<file path="config.mk">
export PLATFORM = sky130hd
export DESIGN_NAME = uart_tx_engine
export DESIGN_NICKNAME = d
export VERILOG_FILES = /design/src/rtl/uart_tx_pkg.sv /design/src/rtl/uart_tx_fifo.sv /design/src/rtl/uart_tx_bitclk.sv /design/src/rtl/uart_tx_shifter.sv /design/src/rtl/uart_tx_engine.sv
export SDC_FILE = /design/constraint.sdc
export NUM_CORES = 1
export LEC_CHECK = 0
export ABC_AREA = 1
export BUFFER_PORTS_ARGS = -buffer_cell sky130_fd_sc_hd__buf_2
export CORE_MARGIN = 10
export CORE_UTILIZATION = 45
export CTS_BUF_LIST = sky130_fd_sc_hd__clkbuf_2
export CTS_CLUSTER_SIZE = 10
export DETAILED_ROUTE_END_ITERATION = 10
export PLACE_DENSITY = 0.59
export RECOVER_POWER = 100
export SLEW_MARGIN = 30
export SYNTH_ARGS = -nofsm -noshare
export SYNTH_HDL_FRONTEND = slang
export SYNTH_SLANG_ARGS = --single-unit
export TNS_END_PERCENT = 5
</file>
<file path="constraint.sdc">
create_clock -name clk -period 3.5 [get_ports clk]
set_clock_uncertainty 0.1 [all_clocks]
set_input_delay 0.7 -clock clk [delete_from_list [all_inputs] [get_ports clk]]
set_output_delay 0.7 -clock clk [all_outputs]
set_load 0.01 [all_outputs]
</file>
<file path="src/rtl/uart_tx_pkg.sv">
package uart_tx_pkg;
  localparam int BYTE_W   = 8;
  localparam int MIN_WORD = 5;

  typedef enum logic [2:0] {
    TX_IDLE,
    TX_START,
    TX_DATA,
    TX_PAR,
    TX_STOP
  } tx_state_e;

  typedef struct packed {
    logic [1:0] wlen;
    logic       par_en;
    logic       par_odd;
    logic       two_stop;
    logic       os8;
  } frame_cfg_t;
endpackage

</file>
<file path="src/rtl/uart_tx_fifo.sv">
module uart_tx_fifo #(
  parameter int DEPTH = 64,
  parameter int W     = 8
) (
  input  logic         clk,
  input  logic         rst_n,
  input  logic         cap_one,
  input  logic         push_valid,
  input  logic [W-1:0] push_data,
  output logic         push_ready,
  input  logic         pop,
  output logic [W-1:0] pop_data,
  output logic         empty
);
  localparam int AW = (DEPTH > 1) ? $clog2(DEPTH) : 1;
  localparam int CW = $clog2(DEPTH + 1);

  logic [W-1:0]  mem [DEPTH];
  logic [AW-1:0] wp, rp;
  logic [CW-1:0] cnt;
  logic [CW-1:0] limit;
  logic          do_push, do_pop;

  assign limit      = cap_one ? CW'(1) : CW'(DEPTH);
  assign push_ready = (cnt < limit);
  assign empty      = (cnt == '0);
  assign do_push    = push_valid && push_ready;
  assign do_pop     = pop && !empty;
  assign pop_data   = mem[rp];

  always_ff @(posedge clk) begin
    if (do_push) mem[wp] <= push_data;
  end

  always_ff @(posedge clk or negedge rst_n) begin
    if (!rst_n) begin
      wp  <= '0;
      rp  <= '0;
      cnt <= '0;
    end else begin
      if (do_push) wp <= (wp == AW'(DEPTH - 1)) ? '0 : wp + AW'(1);
      if (do_pop)  rp <= (rp == AW'(DEPTH - 1)) ? '0 : rp + AW'(1);
      case ({do_push, do_pop})
        2'b10:   cnt <= cnt + CW'(1);
        2'b01:   cnt <= cnt - CW'(1);
        default: cnt <= cnt;
      endcase
    end
  end
endmodule

</file>
<file path="src/rtl/uart_tx_bitclk.sv">
module uart_tx_bitclk #(
  parameter int OS_HI = 16,
  parameter int OS_LO = 8
) (
  input  logic clk,
  input  logic rst_n,
  input  logic restart,
  input  logic os_tick,
  input  logic os8,
  output logic bit_done
);
  localparam int CW = $clog2(OS_HI);

  logic [CW-1:0] cnt;
  logic [CW-1:0] lim;

  assign lim      = os8 ? CW'(OS_LO - 1) : CW'(OS_HI - 1);
  assign bit_done = os_tick && (cnt == lim);

  always_ff @(posedge clk or negedge rst_n) begin
    if (!rst_n)        cnt <= '0;
    else if (restart)  cnt <= '0;
    else if (bit_done) cnt <= '0;
    else if (os_tick)  cnt <= cnt + CW'(1);
  end
endmodule

</file>
<file path="src/rtl/uart_tx_shifter.sv">
module uart_tx_shifter
  import uart_tx_pkg::*;
(
  input  logic              clk,
  input  logic              rst_n,
  input  frame_cfg_t        cfg_in,
  input  logic              avail,
  input  logic [BYTE_W-1:0] data,
  input  logic              bit_done,
  output logic              load,
  output logic              txd,
  output logic              idle,
  output logic              cur_os8
);
  tx_state_e         state;
  frame_cfg_t        cfg;
  logic [BYTE_W-1:0] shreg;
  logic [2:0]        bit_idx;
  logic              stop_idx;
  logic              par_bit;
  logic              par_calc;
  logic              stop_last;
  logic              data_last;

  assign stop_last = (stop_idx == cfg.two_stop);
  assign data_last = (bit_idx == (3'(cfg.wlen) + 3'(MIN_WORD - 1)));
  assign load      = avail && ((state == TX_IDLE) ||
                               ((state == TX_STOP) && bit_done && stop_last));
  assign idle      = (state == TX_IDLE);
  assign cur_os8   = cfg.os8;

  always_comb begin
    par_calc = cfg_in.par_odd;
    for (int i = 0; i < BYTE_W; i++) begin
      if (i < MIN_WORD + int'(cfg_in.wlen)) par_calc = par_calc ^ data[i];
    end
  end

  always_comb begin
    case (state)
      TX_START: txd = 1'b0;
      TX_DATA:  txd = shreg[0];
      TX_PAR:   txd = par_bit;
      default:  txd = 1'b1;
    endcase
  end

  always_ff @(posedge clk or negedge rst_n) begin
    if (!rst_n) begin
      state    <= TX_IDLE;
      cfg      <= '0;
      shreg    <= '0;
      bit_idx  <= '0;
      stop_idx <= 1'b0;
      par_bit  <= 1'b0;
    end else if (load) begin
      state    <= TX_START;
      cfg      <= cfg_in;
      shreg    <= data;
      bit_idx  <= '0;
      stop_idx <= 1'b0;
      par_bit  <= par_calc;
    end else if (bit_done) begin
      case (state)
        TX_START: state <= TX_DATA;
        TX_DATA: begin
          shreg <= shreg >> 1;
          if (data_last) state <= cfg.par_en ? TX_PAR : TX_STOP;
          else           bit_idx <= bit_idx + 3'd1;
        end
        TX_PAR: state <= TX_STOP;
        TX_STOP: begin
          if (stop_last) state <= TX_IDLE;
          else           stop_idx <= 1'b1;
        end
        default: state <= TX_IDLE;
      endcase
    end
  end
endmodule

</file>
<file path="src/rtl/uart_tx_engine.sv">
module uart_tx_engine
  import uart_tx_pkg::*;
#(
  parameter int DEPTH = 64,
  parameter int OS_HI = 16,
  parameter int OS_LO = 8
) (
  input  logic       clk,
  input  logic       rst_n,
  input  logic       os_tick,
  input  logic       os_8x,
  input  logic       fifo_en,
  input  logic [1:0] wlen,
  input  logic       par_en,
  input  logic       par_odd,
  input  logic       two_stop,
  input  logic       irq_en,
  input  logic       in_valid,
  input  logic [7:0] in_data,
  output logic       in_ready,
  output logic       overflow,
  output logic       txd,
  output logic       thr_empty,
  output logic       tx_empty,
  output logic       tx_irq
);
  frame_cfg_t        cfg_now;
  logic              load, idle, bit_done, cur_os8;
  logic [BYTE_W-1:0] head;

  assign cfg_now = '{wlen: wlen, par_en: par_en, par_odd: par_odd,
                     two_stop: two_stop, os8: os_8x};

  uart_tx_fifo #(.DEPTH(DEPTH), .W(BYTE_W)) u_store (
    .clk(clk), .rst_n(rst_n), .cap_one(!fifo_en),
    .push_valid(in_valid), .push_data(in_data), .push_ready(in_ready),
    .pop(load), .pop_data(head), .empty(thr_empty)
  );

  uart_tx_bitclk #(.OS_HI(OS_HI), .OS_LO(OS_LO)) u_bitclk (
    .clk(clk), .rst_n(rst_n), .restart(load), .os_tick(os_tick),
    .os8(cur_os8), .bit_done(bit_done)
  );

  uart_tx_shifter u_shift (
    .clk(clk), .rst_n(rst_n), .cfg_in(cfg_now), .avail(!thr_empty),
    .data(head), .bit_done(bit_done), .load(load), .txd(txd),
    .idle(idle), .cur_os8(cur_os8)
  );

  assign overflow = in_valid && !in_ready;
  assign tx_empty = thr_empty && idle;
  assign tx_irq   = thr_empty && irq_en;
endmodule

</file>
Word-level counts from Yosys, hierarchy flattened
Memory sizes are Yosys's and may differ from the RTL's.
Cells that the tools add are included.

word-level totals
  memories kept = 1
  bits of input ports = 20
  logic and storage cells = 113
  RAM bits = 512
  register bits = 44
  bits in read-only memories = 0
  latch bits = 0

cells by class
  mux-type cells = 36
  add/sub/neg operators = 8
  multiply operators = 0
  magnitude comparators = 9
  equality and inequality tests = 15
  shift operators = 0
  divide/modulo/power cells = 0
  bitwise logic cells = 8
  reduce and logical (&&, ||, !) cells = 23

memories
  memory       words  width  rd ports  clocked after Yosys merged registers in  wr ports  RTL line            text
  u_store.mem  64     8      1         0                                        1         uart_tx_fifo.sv:18  logic [W-1:0] mem [DEPTH];

operators with widths
  operator                                                                       number
  4-bit by 32-bit less-than comparator with 1-bit output (first input constant)  4
  3-bit by 32-bit less-than comparator with 1-bit output (first input constant)  2
  1-bit by 32-bit less-than comparator with 1-bit output (first input constant)  1
  2-bit by 32-bit less-than comparator with 1-bit output (first input constant)  1
  3-bit 2-to-1 mux                                                               9
  8-bit 2-to-1 mux                                                               3
  4-bit 2-to-1 mux                                                               4
  1-bit 2-to-1 mux                                                               14
  7-bit case mux with 2 select lines                                             1
  6-bit by 1-bit adder with 6-bit output (second input constant)                 2
  6-bit equality test (second input constant)                                    2
  6-bit 2-to-1 mux                                                               2
  3-bit case mux with 4 select lines                                             1
  1-bit logical AND                                                              9
  3-bit AND reduction                                                            3
  2-bit nonzero test                                                             4
  1-bit XOR                                                                      8
  7-bit by 1-bit adder with 7-bit output (second input constant)                 1
  7-bit zero test                                                                1
  7-bit less-than comparator                                                     1
  7-bit 2-to-1 mux                                                               1
  7-bit by 1-bit subtractor with 7-bit output (second input constant)            1
  3-bit by 2-bit equality test with 1-bit output (second input constant)         2
  3-bit by 2-bit inequality test with 1-bit output (second input constant)       2
  18 further kinds                                                               20

Depth between registers and ports, before layout
  word-level depth = 17
  mapped depth = 24
  depth with buffers taken out = 23

Modules after synthesis
From an unflattened synthesis, not the netlist that was laid out.

second synthesis, totals
  cells, all modules = 2474
  area total of the unflattened synthesis = 24602.3 um^2

modules (own cells, without submodules)
  module           cells an instance  area each (um^2)  instances
  uart_tx_fifo     2248               23074.6           1
  uart_tx_shifter  186                1262.5            1
  uart_tx_bitclk   32                 235.2             1
  uart_tx_engine   8                  30.0              1

Least setup slack after synthesis
No wires, ideal clock.

  kind = input to register
  start = in fifo_en
  end = reg u_store.cnt[6]
  path buffers = 0
  data required time = 3.277 ns
  arrival time = 3.224 ns
  stages on the path = 20
  slack = 0.054 ns
  path through = inv_1 -> ha_1 -> nand2_1 -> nor2_1 -> a211oi_1 -> nand2_1 -> nor2_2 -> inv_1 -> ha_1 -> ha_1 -> inv_1 -> o31ai_1 -> inv_1 -> nor2_1 -> nor2_1 -> nor2_1 -> nor2_1 -> nand2_1 -> nand3_1 -> xor2_1

between the ends
  longest elaborated chain between the ends = 5
  elaborated cells between the ends (all ways) = 7

RTL lines
  item                                                                                   RTL line              text
  start, declared                                                                        uart_tx_engine.sv:12  input logic fifo_en,
  7-bit 2-to-1 mux (*)                                                                   uart_tx_fifo.sv:24    assign limit = cap_one ? CW'(1) : CW'(DEPTH);
  7-bit less-than comparator (*)                                                         uart_tx_fifo.sv:25    assign push_ready = (cnt < limit);
  1-bit logical AND (*)                                                                  uart_tx_fifo.sv:27    assign do_push = push_valid && push_ready;
  2-bit by 1-bit equality test with 1-bit output or 2-bit equality test (tied branches)  uart_tx_fifo.sv:43    case ({do_push, do_pop})
  7-bit case mux with 2 select lines or 2-bit nonzero test (tied branches)               -
  end signal, assigned                                                                   uart_tx_fifo.sv:44    2'b10: cnt <= cnt + CW'(1);
  end signal, assigned                                                                   uart_tx_fifo.sv:45    2'b01: cnt <= cnt - CW'(1);
  end signal, assigned                                                                   uart_tx_fifo.sv:46    default: cnt <= cnt;
  end, declared                                                                          uart_tx_fifo.sv:20    logic [CW-1:0] cnt;

Mark *: on every way between the ends. The rest lies on a longest branch, timed or not.
A chain may end at the register's enable or synchronous reset.

Worst setup path after layout
  start = in in_data[5]
  end = mem u_store.mem[4][5] (data pin)

RTL lines
  item             RTL line              text
  start, declared  uart_tx_engine.sv:19  input logic [7:0] in_data,
  end, declared    uart_tx_fifo.sv:18

No word-level cell before the write port.

==> reports/metrics.cfg <==
[sta]
slew_viol_final = 403
grt_setup_unrepaired = yes
min_period_ns = 3.467
hold_viol_final = 0
relSlewSlack_pct = -63.22
whs_ns = 0.1787
setup-violations-final = 0
max_freq_mhz = 288.4
tightest_slew_ns = 2.448
finalCritPeriodShare_pct = 99.06

[hold_path]
hold_path.startpoint = os_tick
hold_path.class = in2reg

[routing]
drc_errors = 0
drtIter0Drc = 1413
ant_nets = 0
first_pass_iters = 6
vias_per_cell = 5.205
drt-total-wl_um = 61740
post_drt_wl_per_cell_um = 19.12
vias = 16810

[die]
dieArea_sq_um = 62420
io_pins = 26
die_w_um = 249.8
initial_utilization_pct = 45.33
fp-row-count = 84
die_y_um = 249.8
core_area_sq_um = 52450

[grt]
antenna_found_initial = 2
grt_pass1_vias = 16870
grt_max_degree = 75
track_usage_pct = 19.64
grt_first_pass_wirelength_um = 95210
grt-ovfl-total = 0

[setup_path]
cp_max_fo = 48
crit_path_start = in_data[5]
crit_type = in2reg
path_cells = dlygate4sd3_1 -> clkbuf_1 -> clkdlybuf4s25_1
slowest_delay_ns = 2.05
r2r-start = u_store.cnt[6]
critPathCaptureType = register
cp.required_ns = 4.13
cp.arrival_ns = 4.10
cp_num_buf_inv = 3
crit_path_top_delay_cell = clkdlybuf4s25_1
critical-path-top-delay-family = buffers and inverters
worst_setup_path_start_kind = primary input

[finish]
syn_to_final_growth_pct = 13.56
final_nets = 2465
final_common_cell = nand2_1
layout-drive-gt1-share_pct = 15.07
design_area_sq_um = 27000
utilization_pct = 51.47
finalNonFillerCells = 3229
final_cell_mix = 582 x nand2_1, 512 x edfxtp_1, 305 x nor2_1, 215 x clkbuf_2, 187 x nand3_1

[clock_network]
worstSkewPairLatency_ns = 1.33
cts.path.max_buffers = 3
tritoncts = done
cts.sinks = 556
cts_buffers = 144
clockRootBuffer = clkbuf_2
h-tree-depth = 4
clk_pin_slew_ns = 0.08

[yosys]
synthTopCellsByArea = edfxtp_1 65%, nand2_1 9.2%, nor2_1 4.8%
yosys.area.top_type_share_pct = 64.67
syn_area_sq_um = 23770
synth.avg_cell_area_sq_um = 10.69
syn_nets = 2256
synth_warnings = 0
synth_cell_type_count = 38
yosys_register_bits = 556
ys_seq_area_share_pct = 69.31
syn_inst = 2224
synth_area_leader_cell = edfxtp_1

[power]
power_uw = 20930
p_leak_uw = 0.01079
ir_worst_vdd_uv = 558.7
powerDensity_nw_per_um2 = 775.2

[place]
gp_congestion = 0.8792
portBuffers = 25
dp_hpwl_um = 37030
place_inst = 2951
place_area_sq_um = 25380

[run]
drv_cap = 8

[outcome]
status = complete, but fails checks
violations = max-capacitance violations, max-slew violations

[synthesized netlist by cell type]
cell type,number
nand2_1,583
edfxtp_1,512
nor2_1,307
nand3_1,187
inv_1,167
o21ai_0,142
buf_2,62
a21oi_1,49
dfrtp_1,44
clkbuf_1,26
o211ai_1,22
buf_4,15
o21ai_1,14
o22ai_1,12
ha_1,11
nor3_1,10
nand4_1,9
buf_1,7
xor2_1,7
a22oi_1,4
and3_1,4
a22o_1,3
clkinv_1,3
inv_2,3
a211oi_1,2
a32o_1,2
nor2_2,2
nor4_1,2
o221ai_1,2
or2_2,2
xnor2_1,2
a31o_2,1
a31oi_1,1
fa_1,1
nand3b_1,1
o21bai_1,1
o31ai_1,1
or2_1,1
[kinds of logic (layout without fill, tap and decap cells)]
logic type	after synthesis	after routing	share of synthesized area [%]
AO/OA/AOI/OAI	256	256	5.911
XOR/XNOR	9	9	0.3316
adder cells (fa/ha/maj)	12	12	0.6632
buffers and inverters	283	594	5.032
flip-flops	556	556	69.31
other	0	6	0
AND/OR/NAND/NOR	1108	1108	18.76
[flip-flops by register name (all words and copies together) (netlist names)]
name	cells
u_bitclk.cnt	4
u_shift.cur_os8	1
u_shift.cfg	4
u_shift.bit_idx	3
u_store.cnt	7
u_store.rp	6
u_shift.stop_idx	1
u_shift.shreg	8
u_store.wp	6
u_shift.par_bit	1
u_store.mem	512
u_shift.state	3
[per-stage QoR]
stage                      TNS, ns  setup slack [ns]
final                            0           0.03307
after global routing       -0.1148          -0.06670
after CTS                 -0.02235          -0.01175
after detailed placement   -0.1125           -0.1125
after global placement    -0.09480          -0.09480
after floorplan                  0           0.05357
[what timing repair did]
action / 4_1_cts / 5_1_grt
endpoints found under the setup margin: 4 / 5
gates resized for setup: 2 / 6
hold buffers: 22 / 0
setup buffers: 1 / 1
hold endpoints to repair: 569 / 0
pin swaps: 2 / 3
[worst paths after layout]
kind / endpoint / slack (ns) / cells past startpoint
max in group asynchronous: u_store.rp[1] / 0.47 / 4
min: u_bitclk.cnt[1] / 0.18 / 4
min in group asynchronous: u_store.rp[0] / 1.30 / 4
max: u_store.mem[4][5] / 0.03 / 3
min reg2reg: u_bitclk.cnt[0] / 0.41 / 1
max reg2reg: u_store.cnt[6] / 0.29 / 20
[where the power goes]
group / leakage (uW) / switching [uW] / internal, uW / total [uW]
registers: 0.00514 / 296 / 7620 / 7910
logic: 0.00460 / 5620 / 2570 / 8190
clock network: 0.00105 / 2640 / 2180 / 4830
total: 0.0108 / 8560 / 12400 / 20900
[worst min-delay path: cells and delay by family]
kind | cells | cell delay, ns
and+or+nand+nor | 1 | 0.09
AOI/OAI and AO/OA | 1 | 0.08
buffers and inverters | 2 | 0.66
[area by class of cell]
class                   count  area, sq um
clock inverters            37        352.8
fillers                  4744        25450
flip-flops and latches    556        16480
well taps                 688        860.8
clock buffers             211         1056
repair buffers            173         1429
diodes                      6        15.01
inverters                 173        655.6
multi-input cells        1385         6143
[metal layers]
metal  vias up  part of all wire, %  global-route usage (%)
li1       8047                    -                       -
met1      8135                   43                   24.82
met2       539                   48                   31.48
met3        87                  6.7                   4.777
met4         0                  2.6                   8.900
met5         -                    0                       0
(Power assumes the default switching activity.)
